--- src/rtl/lane_alu_pkg.sv ---
package lane_alu_pkg;

    localparam int unsigned DATA_W = 64;
    localparam int unsigned LANE_W = 16;

    typedef enum logic [3:0] {
        OP_ADD  = 4'h1,
        OP_SUB  = 4'h2,
        OP_CGT  = 4'h4,
        OP_CEQ  = 4'h5,
        OP_CLE  = 4'h6,
        OP_CNE  = 4'h7,
        OP_EXP  = 4'h8
    } op_e;

    typedef enum logic [1:0] {
        CND_GT = 2'd0,
        CND_EQ = 2'd1,
        CND_LE = 2'd2,
        CND_NE = 2'd3
    } cond_e;

    typedef struct packed {
        logic              vld;
        logic [DATA_W-1:0] res;
    } stage_t;

endpackage

--- src/rtl/lane_addsub.sv ---
module lane_addsub #(
    parameter int unsigned W  = 64,
    parameter int unsigned SW = 16
) (
    input  logic [W-1:0] a_i,
    input  logic [W-1:0] b_i,
    input  logic         sub_i,
    input  logic         wide_i,
    output logic [W-1:0] sum_o
);
    localparam int unsigned NS = W / SW;

    logic [NS-1:0] cin;
    logic [NS-1:0] cout;

    for (genvar k = 0; k < NS; k++) begin : g_slice
        logic [SW-1:0] a_op;
        logic [SW:0]   full;

        if (k % 2 == 1) begin : g_link
            assign cin[k] = wide_i ? cout[k-1] : sub_i;
        end else begin : g_base
            assign cin[k] = sub_i;
        end

        assign a_op     = sub_i ? ~a_i[k*SW +: SW] : a_i[k*SW +: SW];
        assign full     = {1'b0, b_i[k*SW +: SW]} + {1'b0, a_op} + {{SW{1'b0}}, cin[k]};
        assign cout[k]  = full[SW];
        assign sum_o[k*SW +: SW] = full[SW-1:0];
    end

endmodule

--- src/rtl/lane_cmp.sv ---
module lane_cmp
    import lane_alu_pkg::*;
#(
    parameter int unsigned W  = 64,
    parameter int unsigned SW = 16
) (
    input  logic [W-1:0]    a_i,
    input  logic [W-1:0]    b_i,
    input  logic            wide_i,
    input  cond_e           cond_i,
    output logic [W/SW-1:0] mask_o
);
    localparam int unsigned NN = W / SW;
    localparam int unsigned NW = W / (2 * SW);

    logic [NN-1:0] hit_n;
    logic [NW-1:0] hit_w;

    for (genvar k = 0; k < NN; k++) begin : g_narrow
        logic [SW-1:0] x;
        logic [SW-1:0] y;
        assign x = a_i[k*SW +: SW];
        assign y = b_i[k*SW +: SW];
        always_comb begin
            unique case (cond_i)
                CND_GT:  hit_n[k] = x >  y;
                CND_EQ:  hit_n[k] = x == y;
                CND_LE:  hit_n[k] = x <= y;
                default: hit_n[k] = x != y;
            endcase
        end
    end

    for (genvar j = 0; j < NW; j++) begin : g_wide
        logic [2*SW-1:0] x;
        logic [2*SW-1:0] y;
        assign x = a_i[j*2*SW +: 2*SW];
        assign y = b_i[j*2*SW +: 2*SW];
        always_comb begin
            unique case (cond_i)
                CND_GT:  hit_w[j] = x >  y;
                CND_EQ:  hit_w[j] = x == y;
                CND_LE:  hit_w[j] = x <= y;
                default: hit_w[j] = x != y;
            endcase
        end
    end

    assign mask_o = wide_i ? {{(NN-NW){1'b0}}, hit_w} : hit_n;

endmodule

--- src/rtl/lane_expand.sv ---
module lane_expand #(
    parameter int unsigned W  = 64,
    parameter int unsigned SW = 16
) (
    input  logic [W/2-1:0] a_i,
    output logic [W-1:0]   exp_o
);
    localparam int unsigned NL  = W / SW;
    localparam int unsigned BW  = W / (2 * NL);
    localparam int unsigned PAD = (SW - BW) / 2;

    for (genvar r = 0; r < NL; r++) begin : g_lane
        assign exp_o[r*SW +: SW] = {{(SW-BW-PAD){1'b0}}, a_i[r*BW +: BW], {PAD{1'b0}}};
    end

endmodule

--- src/rtl/lane_alu.sv ---
module lane_alu
    import lane_alu_pkg::*;
(
    input  logic              clk_i,
    input  logic              rst_ni,
    input  logic              in_valid_i,
    input  logic [3:0]        op_i,
    input  logic [1:0]        size_i,
    input  logic [DATA_W-1:0] a_i,
    input  logic [DATA_W-1:0] b_i,
    output logic              out_valid_o,
    output logic [DATA_W-1:0] res_o
);
    localparam int unsigned HALF_W = DATA_W / 2;
    localparam int unsigned NL     = DATA_W / LANE_W;

    stage_t            st_d, st_q;
    logic [DATA_W-1:0] sum;
    logic [DATA_W-1:0] expd;
    logic [NL-1:0]     mask;
    logic              is_sub;
    cond_e             cond;

    assign is_sub = (op_i == OP_SUB);

    always_comb begin
        unique case (op_i)
            OP_CGT:  cond = CND_GT;
            OP_CEQ:  cond = CND_EQ;
            OP_CLE:  cond = CND_LE;
            default: cond = CND_NE;
        endcase
    end

    lane_addsub #(.W(DATA_W), .SW(LANE_W)) i_addsub (
        .a_i    (a_i),
        .b_i    (b_i),
        .sub_i  (is_sub),
        .wide_i (size_i[0]),
        .sum_o  (sum)
    );

    lane_cmp #(.W(DATA_W), .SW(LANE_W)) i_cmp (
        .a_i    (a_i),
        .b_i    (b_i),
        .wide_i (size_i[0]),
        .cond_i (cond),
        .mask_o (mask)
    );

    lane_expand #(.W(DATA_W), .SW(LANE_W)) i_expand (
        .a_i   (a_i[HALF_W-1:0]),
        .exp_o (expd)
    );

    always_comb begin
        st_d     = st_q;
        st_d.vld = in_valid_i;
        if (in_valid_i) begin
            unique case (op_i)
                OP_ADD, OP_SUB: begin
                    st_d.res = sum;
                    if (size_i[1]) begin
                        st_d.res[DATA_W-1:HALF_W] = '0;
                    end
                end
                OP_CGT, OP_CEQ, OP_CLE, OP_CNE: begin
                    st_d.res = {{(DATA_W-NL){1'b0}}, mask};
                end
                OP_EXP: begin
                    st_d.res = expd;
                end
                default: begin
                    st_d.res = '0;
                end
            endcase
        end
    end

    always_ff @(posedge clk_i or negedge rst_ni) begin
        if (!rst_ni) begin
            st_q <= '0;
        end else begin
            st_q <= st_d;
        end
    end

    assign out_valid_o = st_q.vld;
    assign res_o       = st_q.res;

endmodule

--- config.mk ---
export PLATFORM = sky130hd
export DESIGN_NAME = lane_alu
export DESIGN_NICKNAME = d
export VERILOG_FILES = /design/src/rtl/lane_alu_pkg.sv /design/src/rtl/lane_addsub.sv /design/src/rtl/lane_cmp.sv /design/src/rtl/lane_expand.sv /design/src/rtl/lane_alu.sv
export SDC_FILE = /design/constraint.sdc
export NUM_CORES = 1
export LEC_CHECK = 0
export ABC_AREA = 0
export BUFFER_PORTS_ARGS = -buffer_cell sky130_fd_sc_hd__buf_4
export CAP_MARGIN = 40
export CORE_ASPECT_RATIO = 1.25
export CORE_MARGIN = 2
export CORE_UTILIZATION = 40
export CTS_CLUSTER_DIAMETER = 60
export DETAILED_ROUTE_END_ITERATION = 10
export SETUP_SLACK_MARGIN = 0.15
export SYNTH_ARGS = -nofsm -noshare
export SYNTH_HDL_FRONTEND = slang
export SYNTH_SLANG_ARGS = --single-unit
--- constraint.sdc ---
create_clock -name clk_i -period 1 [get_ports clk_i]
set_input_delay 0.2 -clock clk_i [delete_from_list [all_inputs] [get_ports clk_i]]
set_output_delay 0.2 -clock clk_i [all_outputs]
set_load 0.05 [all_outputs]
==> results of run 1 <==
[layout make-up]
class	instances	area, um^2
clock inverter	6	82.6
fill	1509	5240
timing repair buffer	573	4870
multi-input combinational	732	6520
inverter	126	490
clock buffer	10	229
tap	265	332
sequential	65	1630
[kinds of logic after synthesis]
group	share of synthesized area
fa+ha+maj	0.212
xor+xnor	0.127
simple gates	0.134
compound gates	0.239
mux	0.00540
flops	0.207
buf+inv	0.0755
[per-stage QoR]
step,setup TNS (ns),instance area (um^2),instances
2_1_floorplan,-155.52,8140,954
3_3_place_gp,-167.75,12100,1686
3_5_place_dp,-171.28,12100,1686
4_1_cts,-148.20,13500,1744
5_1_grt,-165.96,14200,1777
6_report,-155.08,14200,1777
[report_power, final]
part / switching (uW) / internal [uW]
registers: 128 / 2790
logic: 3660 / 4020
clock network: 1250 / 2170
[path summary, 6_finish.rpt]
kind,cells after the start,slack (ns),to,from
min in group asynchronous,2,0.23,res_o[23]$_DFFE_PN0P_,rst_ni
setup reg to reg,3,0.07,res_o[45]$_DFFE_PN0P_,res_o[45]$_DFFE_PN0P_
max in group asynchronous,3,0.34,res_o[38]$_DFFE_PN0P_,rst_ni
setup / recovery,23,-3.52,res_o[62]$_DFFE_PN0P_,op_i[3]
hold / removal,3,0.20,res_o[6]$_DFFE_PN0P_,a_i[2]
hold reg to reg,2,0.53,res_o[34]$_DFFE_PN0P_,res_o[34]$_DFFE_PN0P_
[worst reg2reg max path, delay by kind of cell (launching register included)]
family	cells	cell delay, ns
buffers and inverters	1	0.14
AND/OR/NAND/NOR	1	0.12
AO/OA/AOI/OAI	1	0.17
flip-flops	1	0.39
[per-layer routing]
metal	vias up	wire (um)
met5	-	0
met4	0	1060
met3	68	1170
met2	222	15300
met1	4309	11200
li1	4523	-
[sequential cells by signal, indices dropped and copies added (netlist names)]
name and count:
res_o 64, out_valid_o 1
[timing repair]
action	in CTS	in global routing
pin swaps	91	87
setup endpoints to repair	129	129
hold buffers	1	0
gates cloned	1	0
gates resized for setup	160	74
hold endpoints to repair	65	0
setup buffers	40	33
[cells in the final DEF (no fill, tap or decap), types with 9 or more instances in the layout]
cell / count
sky130_fd_sc_hd__nor2_1: 48
sky130_fd_sc_hd__a22oi_1: 18
sky130_fd_sc_hd__o21ai_1: 15
sky130_fd_sc_hd__a21o_1: 25
sky130_fd_sc_hd__ha_1: 108
sky130_fd_sc_hd__a21oi_1: 41
sky130_fd_sc_hd__buf_6: 98
sky130_fd_sc_hd__dfrtp_1: 65
sky130_fd_sc_hd__o21ai_0: 16
sky130_fd_sc_hd__nor2b_1: 13
sky130_fd_sc_hd__clkbuf_16: 9
sky130_fd_sc_hd__xor2_1: 19
sky130_fd_sc_hd__xnor2_1: 84
sky130_fd_sc_hd__o21a_1: 14
sky130_fd_sc_hd__o21ai_2: 10
sky130_fd_sc_hd__nor3_1: 11
sky130_fd_sc_hd__inv_1: 120
sky130_fd_sc_hd__a31oi_1: 14
sky130_fd_sc_hd__a21oi_2: 12
sky130_fd_sc_hd__buf_12: 13
sky130_fd_sc_hd__o22ai_1: 29
sky130_fd_sc_hd__nand3_1: 18
sky130_fd_sc_hd__nand2_1: 28
sky130_fd_sc_hd__ha_4: 15
sky130_fd_sc_hd__buf_4: 458
sky130_fd_sc_hd__nand4_1: 12
==> impl_metrics.sql, run 1 <==
INSERT INTO impl_metrics (metric_group, metric, value, unit) VALUES
('status', 'run_status', 'finished with violations', ''),
('status', 'violations', 'negative setup slack', ''),
('cells_and_area', 'synthesis_to_finish_area_growth', '79.8', '%'),
('grt', 'number_of_global_route_vias_before_repair', '9331', ''),
('sta', 'maximum_operating_frequency', '0.221', 'GHz'),
('clock_tree', 'tritoncts_clock_tree', 'done', ''),
('logic_synthesis', 'synth_area', '7870', 'um^2'),
('floorplanning', 'coreArea', '19400', 'um^2'),
('run', 'max_cap_viol', '0', ''),
('grt', 'grt.met1_usage', '0.303', ''),
('place', 'detailedPlacementHpwl', '22300', 'um'),
('setup_path', 'critical-path-top-cell-by-count', 'sky130_fd_sc_hd__fa_2', ''),
('sta', 'grt_setup_unrepaired', 'yes', ''),
('drt', 'drt-pass1-iter-count', '4', ''),
('clock_tree', 'worstSkewPairLatency', '0.35', 'ns'),
('sta', 'hold_slack_final', '0.200', 'ns'),
('logic_synthesis', 'number_of_different_library_cells_in_the_post_synthesis_netlist', '64', ''),
('cells_and_area', 'utilization', '0.730', ''),
('setup_path', 'cp.arrival', '4.74', 'ns'),
('grt', 'grt_pass1_wl', '44500', 'um'),
('setup_path', 'crit_path_start_kind', 'input pin', ''),
('sta', 'timing_hold_violations_final', '0', ''),
('grt', 'grt_overflow', '0', ''),
('cells_and_area', 'antennaDiodeCount', '0', ''),
('floorplanning', 'floorplan.die.width', '129', 'um'),
('logic_synthesis', 'proportion_of_synthesized_chip_area_in_sequential_cells', '0.207', ''),
('cells_and_area', 'layout-drive-gt1-share', '0.481', ''),
('logic_synthesis', 'synth_top_cell_by_area', 'sky130_fd_sc_hd__dfrtp_1', ''),
('setup_path', 'required', '1.22', 'ns'),
('clock_tree', 'clk_path_buf_depth', '2', ''),
('drt', 'wl_cell', '16.2', 'um'),
('logic_synthesis', 'synth.yosys.warnings', '0', ''),
('setup_path', 'worstSetupPathType', 'in2reg', ''),
('grt', 'grt_use_total', '0.270', ''),
('drt', 'ant_nets', '0', ''),
('logic_synthesis', 'synth_most_common_cell', 'sky130_fd_sc_hd__inv_1', ''),
('clock_tree', 'cts_root_buf', 'sky130_fd_sc_hd__clkbuf_16', ''),
('clock_tree', 'clkSinkCount', '65', ''),
('place', 'routabilityCongestion', '0.894', ''),
('place', 'port_buffers', '201', ''),
('logic_synthesis', 'syn_avg_cell_area', '8.25', 'um^2'),
('drt', 'avgViaCountPerCell', '5.13', ''),
('cells_and_area', 'design.final.nets', '1774', ''),
('clock_tree', 'cts-buffers-inserted', '9', ''),
('setup_path', 'endpoint_kind', 'flip-flop', ''),
('sta', 'min_period_over_period', '4.52', ''),
('floorplanning', 'dieArea', '20800', 'um^2'),
('setup_path', 'critPathTopFamily', 'compound AO/OA/AOI/OAI gates', ''),
('floorplanning', 'pin_count', '202', ''),
('drt', 'remaining_drc_errors', '0', ''),
('grt', 'global_route.usage.met3', '0.0390', ''),
('sta', 'maxSlewHeadroom', '0.667', ''),
('hold_path', 'hold_class', 'in2reg', ''),
('sta', 'fin_ws', '-3.52', 'ns'),
('sta', 'finalCriticalPeriod', '4.52', 'ns'),
('sta', 'skew', '0', 'ns'),
('sta', 'final-max-slew-violation-count', '0', ''),
('grt', 'grt_busiest_layer', 'met2', ''),
('pwr', 'power.static_leakage', '0.00698', 'uW'),
('setup_path', 'timing.critical_path.fanout_max', '5', ''),
('logic_synthesis', 'synth_cells', '954', ''),
('logic_synthesis', 'postSynthRegisterBits', '65', ''),
('grt', 'number_of_antenna_violations_at_the_first_check_in_global_routing', '0', ''),
('sta', 'timing.final.setup_violations', '129', ''),
('place', 'preCtsSetupSlack', '-3.94', 'ns'),
('setup_path', 'critPathMaxStageDelay', '0.59', 'ns'),
('logic_synthesis', 'synth_enable_flop_cells', '0', ''),
('drt', 'detailroute.via_count', '9122', ''),
('logic_synthesis', 'synth.area.top_cells', 'sky130_fd_sc_hd__dfrtp_1, sky130_fd_sc_hd__ha_1, sky130_fd_sc_hd__xnor2_1', ''),
('pwr', 'power.ir.vdd_worst', '0.911', 'mV'),
('setup_path', 'worstPathCellList', 'buf_6 > or4b_4 > buf_12 > xnor2_4 > fa_2 > a21o_1 > a21o_1 > a2111oi_4 > o31ai_2 > o31a_1 > nand2_1 > a21boi_1 > o22ai_1 > fa_2 > fa_2 > nor2b_1 > o21a_1 > o21ai_2 > a31oi_4 > a211o_1 > a31oi_1 > xor2_1 > o22ai_1', '');
No activity file was read; power rests on OpenSTA's default activity.
==> inputs of run 2 (changes only) <==
--- a/config.mk
+++ b/config.mk
@@ -13,6 +13,7 @@
 export CORE_UTILIZATION = 40
 export CTS_CLUSTER_DIAMETER = 60
 export DETAILED_ROUTE_END_ITERATION = 10
+export MAX_ROUTING_LAYER = met4
 export SETUP_SLACK_MARGIN = 0.15
 export SYNTH_ARGS = -nofsm -noshare
 export SYNTH_HDL_FRONTEND = slang
==> run 2 against run 1 <==
Effect of this change:
- critical path depth did not move
- setup slack barely moved
- critical endpoint unchanged
- highest routed layer unchanged
- fmax barely moved
- the flow still finishes with violations (negative setup slack)
- via count rose by 0.14%
- sequential cell count did not move
- sequential share of layout area did not move
- final cell count did not move
- largest cell class unchanged
- design area did not move
- largest power group unchanged
- combinational power barely moved
- first-iteration DRC count rose by 14%
==> impl_metrics.sql, run 2 (synthesis results as in run 1) <==
INSERT INTO impl_metrics (metric_group, metric, value, unit) VALUES
('setup_path', 'worstPathCellList', 'buf_6 > or4b_4 > buf_12 > xnor2_4 > fa_2 > a21o_1 > a21o_1 > a2111oi_4 > o31ai_2 > o31a_1 > nand2_1 > a21boi_1 > o22ai_1 > fa_2 > fa_2 > nor2b_1 > o21a_1 > o21ai_2 > a31oi_4 > a211o_1 > a31oi_1 > xor2_1 > o22ai_1', ''),
('setup_path', 'critPathMaxStageDelay', '0.59', 'ns'),
('setup_path', 'timing.critical_path.fanout_max', '5', ''),
('floorplanning', 'fp-row-count', '57', ''),
('floorplanning', 'die_y', '161', 'um'),
('sta', 'finalCriticalPeriod', '4.52', 'ns'),
('setup_path', 'timing.critical_path.buf_inv', '2', ''),
('cells_and_area', 'antennaDiodeCount', '0', ''),
('cells_and_area', 'synthesis_to_finish_area_growth', '79.8', '%'),
('sta', 'timing_hold_violations_final', '0', ''),
('floorplanning', 'dieArea', '20800', 'um^2'),
('grt', 'number_of_antenna_violations_at_the_first_check_in_global_routing', '0', ''),
('hold_path', 'timing.hold.worst_path_depth', '3', ''),
('hold_path', 'timing.hold.worst_endpoint', 'res_o[6]$_DFFE_PN0P_', ''),
('sta', 'skew', '0', 'ns'),
('run', 'max_cap_viol', '0', ''),
('drt', 'route.final.wire_length', '28800', 'um'),
('cells_and_area', 'layout-drive-gt1-share', '0.481', ''),
('pwr', 'design_power_total', '14000', 'uW'),
('grt', 'grt_use_total', '0.277', ''),
('cells_and_area', 'largest_register_ffs', '64', ''),
('sta', 'min_period_over_period', '4.52', ''),
('cells_and_area', 'layout.cells.most_common_list', 'sky130_fd_sc_hd__buf_4, sky130_fd_sc_hd__inv_1, sky130_fd_sc_hd__ha_1', ''),
('place', 'placedInstanceArea', '12100', 'um^2'),
('status', 'violations', 'negative setup slack', ''),
('setup_path', 'endpoint_kind', 'flip-flop', ''),
('sta', 'grt_setup_unrepaired', 'yes', ''),
('grt', 'grt_pass1_wl', '44500', 'um'),
('place', 'routabilityCongestion', '0.909', ''),
('grt', 'grt_max_degree', '30', ''),
('setup_path', 'cp.arrival', '4.74', 'ns'),
('pwr', 'power.ir.vdd_worst', '0.911', 'mV'),
('setup_path', 'worstReg2RegEnd', 'res_o[45]$_DFFE_PN0P_', ''),
('setup_path', 'required', '1.22', 'ns'),
('hold_path', 'worstHoldStart', 'a_i[2]', ''),
('place', 'port_buffers', '201', ''),
('clock_tree', 'cts-htree-levels', '3', ''),
('grt', 'grt_overflow', '0', ''),
('floorplanning', 'coreArea', '19400', 'um^2'),
('setup_path', 'worstSetupPathType', 'in2reg', ''),
('drt', 'ant_nets', '0', ''),
('clock_tree', 'cts-buffers-inserted', '9', ''),
('sta', 'timing_worst_slew_pin_value', '0.500', 'ns'),
('clock_tree', 'clk_path_buf_depth', '2', ''),
('setup_path', 'critPathTopFamily', 'compound AO/OA/AOI/OAI gates', ''),
('drt', '1st_iter_drt_viols', '412', ''),
('drt', 'detailroute.via_count', '9135', ''),
('cells_and_area', 'design_area', '14200', 'um^2'),
('clock_tree', 'clk_transition_reported_paths', '0.06', 'ns'),
('cells_and_area', 'design.final.nets', '1774', ''),
('floorplanning', 'floorplan.initialDensity', '0.406', ''),
('cells_and_area', 'most_common_cell_after_layout_fill_and_taps_aside', 'sky130_fd_sc_hd__buf_4', ''),
('floorplanning', 'floorplan.die.width', '129', 'um'),
('setup_path', 'slowest_stage', 'sky130_fd_sc_hd__or4b_4', ''),
('clock_tree', 'worstSkewPairLatency', '0.35', 'ns'),
('status', 'run_status', 'finished with violations', ''),
('drt', 'drt-pass1-iter-count', '7', ''),
('sta', 'maximum_operating_frequency', '0.221', 'GHz'),
('grt', 'number_of_global_route_vias_before_repair', '9334', ''),
('sta', 'maxSlewHeadroom', '0.667', ''),
('setup_path', 'cells_on_worst_reg2reg_path', '3', ''),
('clock_tree', 'clkSinkCount', '65', ''),
('drt', 'remaining_drc_errors', '0', ''),
('pwr', 'power.static_leakage', '0.00698', 'uW'),
('setup_path', 'r2r-start', 'res_o[45]$_DFFE_PN0P_', ''),
('clock_tree', 'cts_root_buf', 'sky130_fd_sc_hd__clkbuf_16', ''),
('setup_path', 'critical-path-top-cell-by-count', 'sky130_fd_sc_hd__fa_2', ''),
('setup_path', 'rrSetupSlack', '0.07', 'ns'),
('clock_tree', 'tritoncts_clock_tree', 'done', ''),
('place', 'detailedPlacementHpwl', '22300', 'um'),
('sta', 'timing.final.setup_violations', '129', ''),
('sta', 'final-max-slew-violation-count', '0', ''),
('drt', 'wl_cell', '16.2', 'um'),
('setup_path', 'crit_path_start_kind', 'input pin', ''),
('floorplanning', 'pin_count', '202', ''),
('hold_path', 'hold_class', 'in2reg', ''),
('sta', 'fin_ws', '-3.52', 'ns'),
('sta', 'hold_slack_final', '0.202', 'ns'),
('pwr', 'pwr_density_cell', '990', 'nW/um^2'),
('drt', 'avgViaCountPerCell', '5.14', '');
run 2: power by group:
group | leakage, uW | switching, uW | total, uW | internal, uW
clock | 0.000152 | 1250 | 3420 | 2170
combinational | 0.00596 | 3660 | 7690 | 4020
sequential | 0.000871 | 128 | 2910 | 2790
total | 0.00698 | 5040 | 14000 | 8980
run 2: how the worst max path moves through the flow:
stage	from	to	slack, ns	cells after the start
after floorplan	op_i[0]	res_o[62]$_DFFE_PN0P_	-3.70	24
after global placement	op_i[3]	res_o[30]$_DFFE_PN0P_	-3.84	24
after detailed placement	op_i[3]	res_o[30]$_DFFE_PN0P_	-3.94	24
after CTS	op_i[0]	res_o[62]$_DFFE_PN0P_	-3.42	22
after global routing	op_i[3]	res_o[30]$_DFFE_PN0P_	-3.72	24
final	op_i[3]	res_o[62]$_DFFE_PN0P_	-3.52	23
run 2: routing by layer:
| metal | vias up | track usage | routed length [um] |
|---|---|---|---|
| li1 | 4519 | - | - |
| met1 | 4330 | 0.303 | 11400 |
| met2 | 222 | 0.500 | 15300 |
| met3 | 64 | 0.0373 | 1090 |
| met4 | 0 | 0.114 | 1030 |
| met5 | - | - | 0 |
run 2: worst register-to-register path, stage by stage, from the launching register on:
cell and delay [ns]:
sky130_fd_sc_hd__dfrtp_1 0.39, sky130_fd_sc_hd__buf_4 0.14, sky130_fd_sc_hd__nor2b_1 0.12, sky130_fd_sc_hd__a31o_1 0.17
run 2: layout make-up:
class / instances / area, um^2
multi-input combinational: 732 / 6520
fill: 1509 / 5240
timing repair buffer: 573 / 4870
sequential: 65 / 1630
inverter: 126 / 490
tap: 265 / 332
clock buffer: 10 / 229
clock inverter: 6 / 82.6
run 2: stage by stage:
stage | worst slack, ns | utilization | std cells | TNS (ns)
after floorplan | -3.70 | - | 954 | -155.52
after global placement | -3.84 | 0.626 | 1686 | -167.75
after detailed placement | -3.94 | 0.626 | 1686 | -171.28
after CTS | -3.42 | 0.696 | 1744 | -148.20
after global routing | -3.72 | 0.730 | 1777 | -165.94
final | -3.52 | 0.730 | 1777 | -155.66
run 2: timing repair:
item	4_1_cts	5_1_grt
gates resized for setup	160	74
endpoints found under the hold margin	65	0
gates cloned	1	0
pin swaps	91	87
hold buffers	1	0
setup buffers	40	33
endpoints found under the setup margin	129	129
==> inputs of run 3 (changes only) <==
--- a/config.mk
+++ b/config.mk
@@ -10,10 +10,11 @@
 export CAP_MARGIN = 40
 export CORE_ASPECT_RATIO = 1.25
 export CORE_MARGIN = 2
-export CORE_UTILIZATION = 40
+export CORE_UTILIZATION = 55
 export CTS_CLUSTER_DIAMETER = 60
 export DETAILED_ROUTE_END_ITERATION = 10
 export MAX_ROUTING_LAYER = met4
+export PLACE_DENSITY = 0.92
 export SETUP_SLACK_MARGIN = 0.15
 export SYNTH_ARGS = -nofsm -noshare
 export SYNTH_HDL_FRONTEND = slang
==> run 3 against run 2 <==
Effect of this change:
- the run now fails in clock tree synthesis
- synthesized area unchanged
- synthesized cell count unchanged
==> impl_metrics.sql, run 3 <==
INSERT INTO impl_metrics (metric_group, metric, value, unit) VALUES
('logic_synthesis', 'share_of_flip_flops_with_an_asynchronous_set_or_reset_after_synthesis', '1.00', ''),
('logic_synthesis', 'synth_most_common_cell', 'sky130_fd_sc_hd__inv_1', ''),
('logic_synthesis', 'synth_top_cell_by_area', 'sky130_fd_sc_hd__dfrtp_1', ''),
('clock_tree', 'cts-buffers-inserted', '9', ''),
('clock_tree', 'cts_root_buf', 'sky130_fd_sc_hd__clkbuf_16', ''),
('logic_synthesis', 'synth_area', '7870', 'um^2'),
('clock_tree', 'cts-htree-levels', '3', ''),
('status', 'error', '[ERROR DPL-0038] Utilization greater than 100%, impossible to legalize', ''),
('place', 'port_buffers', '201', ''),
('place', 'placedInstanceArea', '12000', 'um^2'),
('logic_synthesis', 'synth.yosys.warnings', '0', ''),
('floorplanning', 'pin_count', '202', ''),
('logic_synthesis', 'postSynthRegisterBits', '65', ''),
('floorplanning', 'die_y', '138', 'um'),
('clock_tree', 'clkSinkCount', '65', ''),
('status', 'lastStage', 'clock tree synthesis', ''),
('logic_synthesis', 'synth_common_cells', 'sky130_fd_sc_hd__inv_1, sky130_fd_sc_hd__ha_1, sky130_fd_sc_hd__xnor2_1, sky130_fd_sc_hd__dfrtp_1, sky130_fd_sc_hd__a21oi_1', ''),
('logic_synthesis', 'synth.area.top_cells', 'sky130_fd_sc_hd__dfrtp_1, sky130_fd_sc_hd__ha_1, sky130_fd_sc_hd__xnor2_1', ''),
('logic_synthesis', 'synth_cells', '954', ''),
('logic_synthesis', 'syn_avg_cell_area', '8.25', 'um^2'),
('logic_synthesis', 'number_of_different_library_cells_in_the_post_synthesis_netlist', '64', ''),
('clock_tree', 'cts.hold.buffers_added', '1', ''),
('logic_synthesis', 'synth.net_count', '1221', ''),
('clock_tree', 'clk_path_buf_depth', '2', ''),
('logic_synthesis', 'synthDominantCellAreaShare', '0.207', ''),
('clock_tree', 'number_of_post_cts_setup_repair_buffers', '88', ''),
('floorplanning', 'floorplan.initialDensity', '0.568', ''),
('floorplanning', 'fp-row-count', '48', ''),
('logic_synthesis', 'synth_enable_flop_cells', '0', ''),
('logic_synthesis', 'most_common_flop_cell_mapped_by_yosys', 'sky130_fd_sc_hd__dfrtp_1', ''),
('floorplanning', 'floorplan.die.width', '111', 'um'),
('place', 'routabilityCongestion', '1.01', ''),
('place', 'detailedPlacementHpwl', '26300', 'um'),
('status', 'run_status', 'did not finish', ''),
('logic_synthesis', 'proportion_of_synthesized_chip_area_in_sequential_cells', '0.207', ''),
('clock_tree', 'cts_resized', '264', '');
==> run 3: cell counts after synthesis <==
Identical to the previous run, type by type.
==> run 3: logic make-up after synthesis <==
kind of cell | share of synthesized area
AO/OA/AOI/OAI | 0.239
XOR/XNOR | 0.127
buffers and inverters | 0.0755
adder cells (fa/ha/maj) | 0.212
multiplexers | 0.00540
flip-flops | 0.207
AND/OR/NAND/NOR | 0.134
==> run 3: per-stage QoR <==
stage | setup WS, ns | utilization | TNS [ns] | cells
after floorplan | -3.70 | - | -155.52 | 954
after detailed placement | -4.09 | 0.862 | -175.91 | 1590
after global placement | -3.76 | 0.862 | -163.88 | 1590
==> inputs of run 4 (changes only) <==
--- a/config.mk
+++ b/config.mk
@@ -8,14 +8,10 @@
 export ABC_AREA = 0
 export BUFFER_PORTS_ARGS = -buffer_cell sky130_fd_sc_hd__buf_4
 export CAP_MARGIN = 40
-export CORE_ASPECT_RATIO = 1.25
 export CORE_MARGIN = 2
-export CORE_UTILIZATION = 55
-export CTS_CLUSTER_DIAMETER = 60
+export CORE_UTILIZATION = 40
 export DETAILED_ROUTE_END_ITERATION = 10
-export MAX_ROUTING_LAYER = met4
-export PLACE_DENSITY = 0.92
-export SETUP_SLACK_MARGIN = 0.15
+export PLACE_DENSITY_LB_ADDON = 0.15
 export SYNTH_ARGS = -nofsm -noshare
 export SYNTH_HDL_FRONTEND = slang
 export SYNTH_SLANG_ARGS = --single-unit
==> run 4 against run 3 <==
Effect of this change:
- the flow now finishes, with violations (negative setup slack)
==> impl_metrics.sql, run 4 (synthesis results as in run 1) <==
INSERT INTO impl_metrics (metric_group, metric, value, unit) VALUES
('status', 'run_status', 'finished with violations', ''),
('status', 'violations', 'negative setup slack', ''),
('sta', 'finalCriticalPeriod', '4.48', 'ns'),
('clock_tree', 'cts-buffers-inserted', '9', ''),
('sta', 'grt_setup_unrepaired', 'yes', ''),
('setup_path', 'r2r-start', 'res_o[0]$_DFFE_PN0P_', ''),
('floorplanning', 'die_y', '144', 'um'),
('clock_tree', 'clk_transition_reported_paths', '0.06', 'ns'),
('floorplanning', 'fp-row-count', '51', ''),
('setup_path', 'critical-path-top-cell-by-count', 'sky130_fd_sc_hd__fa_2', ''),
('sta', 'final-max-slew-violation-count', '0', ''),
('floorplanning', 'floorplan.die.width', '144', 'um'),
('cells_and_area', 'synthesis_to_finish_area_growth', '84.1', '%'),
('setup_path', 'critPathMaxStageDelay', '0.60', 'ns'),
('setup_path', 'rrSetupSlack', '0.07', 'ns'),
('setup_path', 'critPathTopFamily', 'compound AO/OA/AOI/OAI gates', ''),
('clock_tree', 'clk_path_buf_depth', '2', ''),
('sta', 'timing.final.setup_violations', '129', ''),
('drt', 'remaining_drc_errors', '0', ''),
('cells_and_area', 'antennaDiodeCount', '0', ''),
('clock_tree', 'cts-htree-levels', '3', ''),
('grt', 'grt_max_degree', '30', ''),
('setup_path', 'crit_path_start_kind', 'input pin', ''),
('clock_tree', 'clkSinkCount', '65', ''),
('sta', 'fin_ws', '-3.48', 'ns'),
('grt', 'number_of_global_route_vias_before_repair', '9177', ''),
('cells_and_area', 'most_common_cell_after_layout_fill_and_taps_aside', 'sky130_fd_sc_hd__buf_4', ''),
('drt', 'drt-pass1-iter-count', '4', ''),
('hold_path', 'timing.hold.worst_path_depth', '4', ''),
('sta', 'timing_hold_violations_final', '0', ''),
('setup_path', 'worstSetupPathType', 'in2reg', ''),
('place', 'detailedPlacementHpwl', '22000', 'um'),
('cells_and_area', 'design.final.nets', '1802', ''),
('setup_path', 'worstReg2RegEnd', 'res_o[0]$_DFFE_PN0P_', ''),
('cells_and_area', 'layout.cells.most_common_list', 'sky130_fd_sc_hd__buf_4, sky130_fd_sc_hd__inv_1, sky130_fd_sc_hd__ha_1', ''),
('setup_path', 'required', '1.24', 'ns'),
('drt', 'detailroute.via_count', '9352', ''),
('sta', 'maximum_operating_frequency', '0.223', 'GHz'),
('drt', 'wl_cell', '16.4', 'um'),
('setup_path', 'slowest_stage', 'sky130_fd_sc_hd__or4b_4', ''),
('grt', 'grt_pass1_wl', '44300', 'um'),
('grt', 'number_of_antenna_violations_at_the_first_check_in_global_routing', '0', ''),
('setup_path', 'worstPathCellList', 'buf_8 > or4b_4 > buf_6 > xnor2_4 > fa_2 > a21o_1 > a21o_1 > a2111oi_4 > o31ai_2 > o31a_1 > nand2_1 > a21boi_1 > o22ai_1 > fa_2 > fa_2 > nor2b_2 > o21a_1 > o21ai_2 > a31oi_4 > a211o_1 > a31oi_2 > xor2_1 > o22ai_1', ''),
('pwr', 'power.static_leakage', '0.00714', 'uW'),
('pwr', 'power.ir.vdd_worst', '0.510', 'mV'),
('hold_path', 'timing.hold.worst_endpoint', 'res_o[11]$_DFFE_PN0P_', ''),
('clock_tree', 'tritoncts_clock_tree', 'done', ''),
('cells_and_area', 'design_area', '14500', 'um^2'),
('hold_path', 'hold_class', 'in2reg', ''),
('place', 'placedInstanceArea', '12200', 'um^2'),
('sta', 'maxSlewHeadroom', '0.717', ''),
('place', 'port_buffers', '201', ''),
('cells_and_area', 'utilization', '0.747', ''),
('sta', 'timing_worst_slew_pin_value', '0.422', 'ns'),
('floorplanning', 'floorplan.initialDensity', '0.406', ''),
('drt', 'ant_nets', '0', ''),
('setup_path', 'cp.arrival', '4.72', 'ns'),
('run', 'max_cap_viol', '0', ''),
('cells_and_area', 'largest_register_ffs', '64', ''),
('cells_and_area', 'layout-drive-gt1-share', '0.508', ''),
('setup_path', 'timing.critical_path.fanout_max', '4', ''),
('setup_path', 'cells_on_worst_reg2reg_path', '4', ''),
('sta', 'final.setup.tns', '-152.99', 'ns'),
('setup_path', 'endpoint_kind', 'flip-flop', ''),
('drt', 'avgViaCountPerCell', '5.18', ''),
('drt', 'route.final.wire_length', '29500', 'um'),
('floorplanning', 'coreArea', '19400', 'um^2'),
('grt', 'grt_use_total', '0.270', ''),
('pwr', 'pwr_density_cell', '990', 'nW/um^2'),
('sta', 'skew', '0', 'ns'),
('grt', 'grt_overflow', '0', ''),
('floorplanning', 'dieArea', '20800', 'um^2'),
('setup_path', 'timing.critical_path.buf_inv', '2', ''),
('sta', 'min_period_over_period', '4.48', ''),
('clock_tree', 'cts_root_buf', 'sky130_fd_sc_hd__clkbuf_16', ''),
('floorplanning', 'pin_count', '202', ''),
('place', 'routabilityCongestion', '0.916', ''),
('hold_path', 'worstHoldStart', 'a_i[7]', ''),
('drt', '1st_iter_drt_viols', '384', ''),
('clock_tree', 'worstSkewPairLatency', '0.35', 'ns');
==> run 4: what timing repair did <==
item / in CTS / in global routing
endpoints found under the setup margin: 129 / 129
setup buffers: 57 / 38
resized for setup: 182 / 85
pin swaps: 95 / 85
endpoints found under the hold margin: 65 / 0
cloned: 1 / 0
hold buffers: 1 / 0
==> run 4: cell type report <==
cell class	instances	area, um^2
multi-input combinational	732	6700
clock buffer	11	253
timing repair buffer	601	5010
sequential	65	1630
tap	265	332
clock inverter	5	77.6
inverter	126	490
fill	1417	4900
==> run 4: worst max path at each step <==
stage | cells after the start | endpoint | from
after floorplan | 24 | res_o[62]$_DFFE_PN0P_ | op_i[0]
after global placement | 22 | res_o[62]$_DFFE_PN0P_ | op_i[3]
after detailed placement | 24 | res_o[30]$_DFFE_PN0P_ | op_i[3]
after CTS | 23 | res_o[62]$_DFFE_PN0P_ | op_i[0]
after global routing | 22 | res_o[31]$_DFFE_PN0P_ | op_i[0]
final | 23 | res_o[62]$_DFFE_PN0P_ | op_i[0]
==> run 4: per-stage QoR <==
stage,total power [uW],hold WS [ns],setup WS [ns],instances
6_report,14400,0.207,-3.48,1805
4_1_cts,13800,0.203,-3.39,1769
5_1_grt,15100,0.237,-3.69,1805
3_3_place_gp,9270,0.0431,-3.84,1697
2_1_floorplan,6470,-0.0956,-3.70,954
3_5_place_dp,9370,0.0434,-3.97,1697
==> run 4: per-layer routing <==
metal  up-vias  global-route usage  part of all wire
met5         -                   0                 0
met4         0              0.0823             0.031
met3        52              0.0470             0.054
met2       254               0.501              0.52
met1      4466               0.315              0.40
li1       4580                   -                 -
==> run 4: worst register-to-register path, delay by kind of cell, from the launching register on <==
| family | cells | cell delay [ns] |
|---|---|---|
| flops | 1 | 0.39 |
| compound gates | 1 | 0.09 |
| buf+inv | 2 | 0.26 |
| simple gates | 1 | 0.07 |
==> run 4: report_power, final <==
group | switching, uW | internal [uW]
logic | 3760 | 4110
registers | 127 | 2790
clock network | 1270 | 2310
total | 5160 | 9200
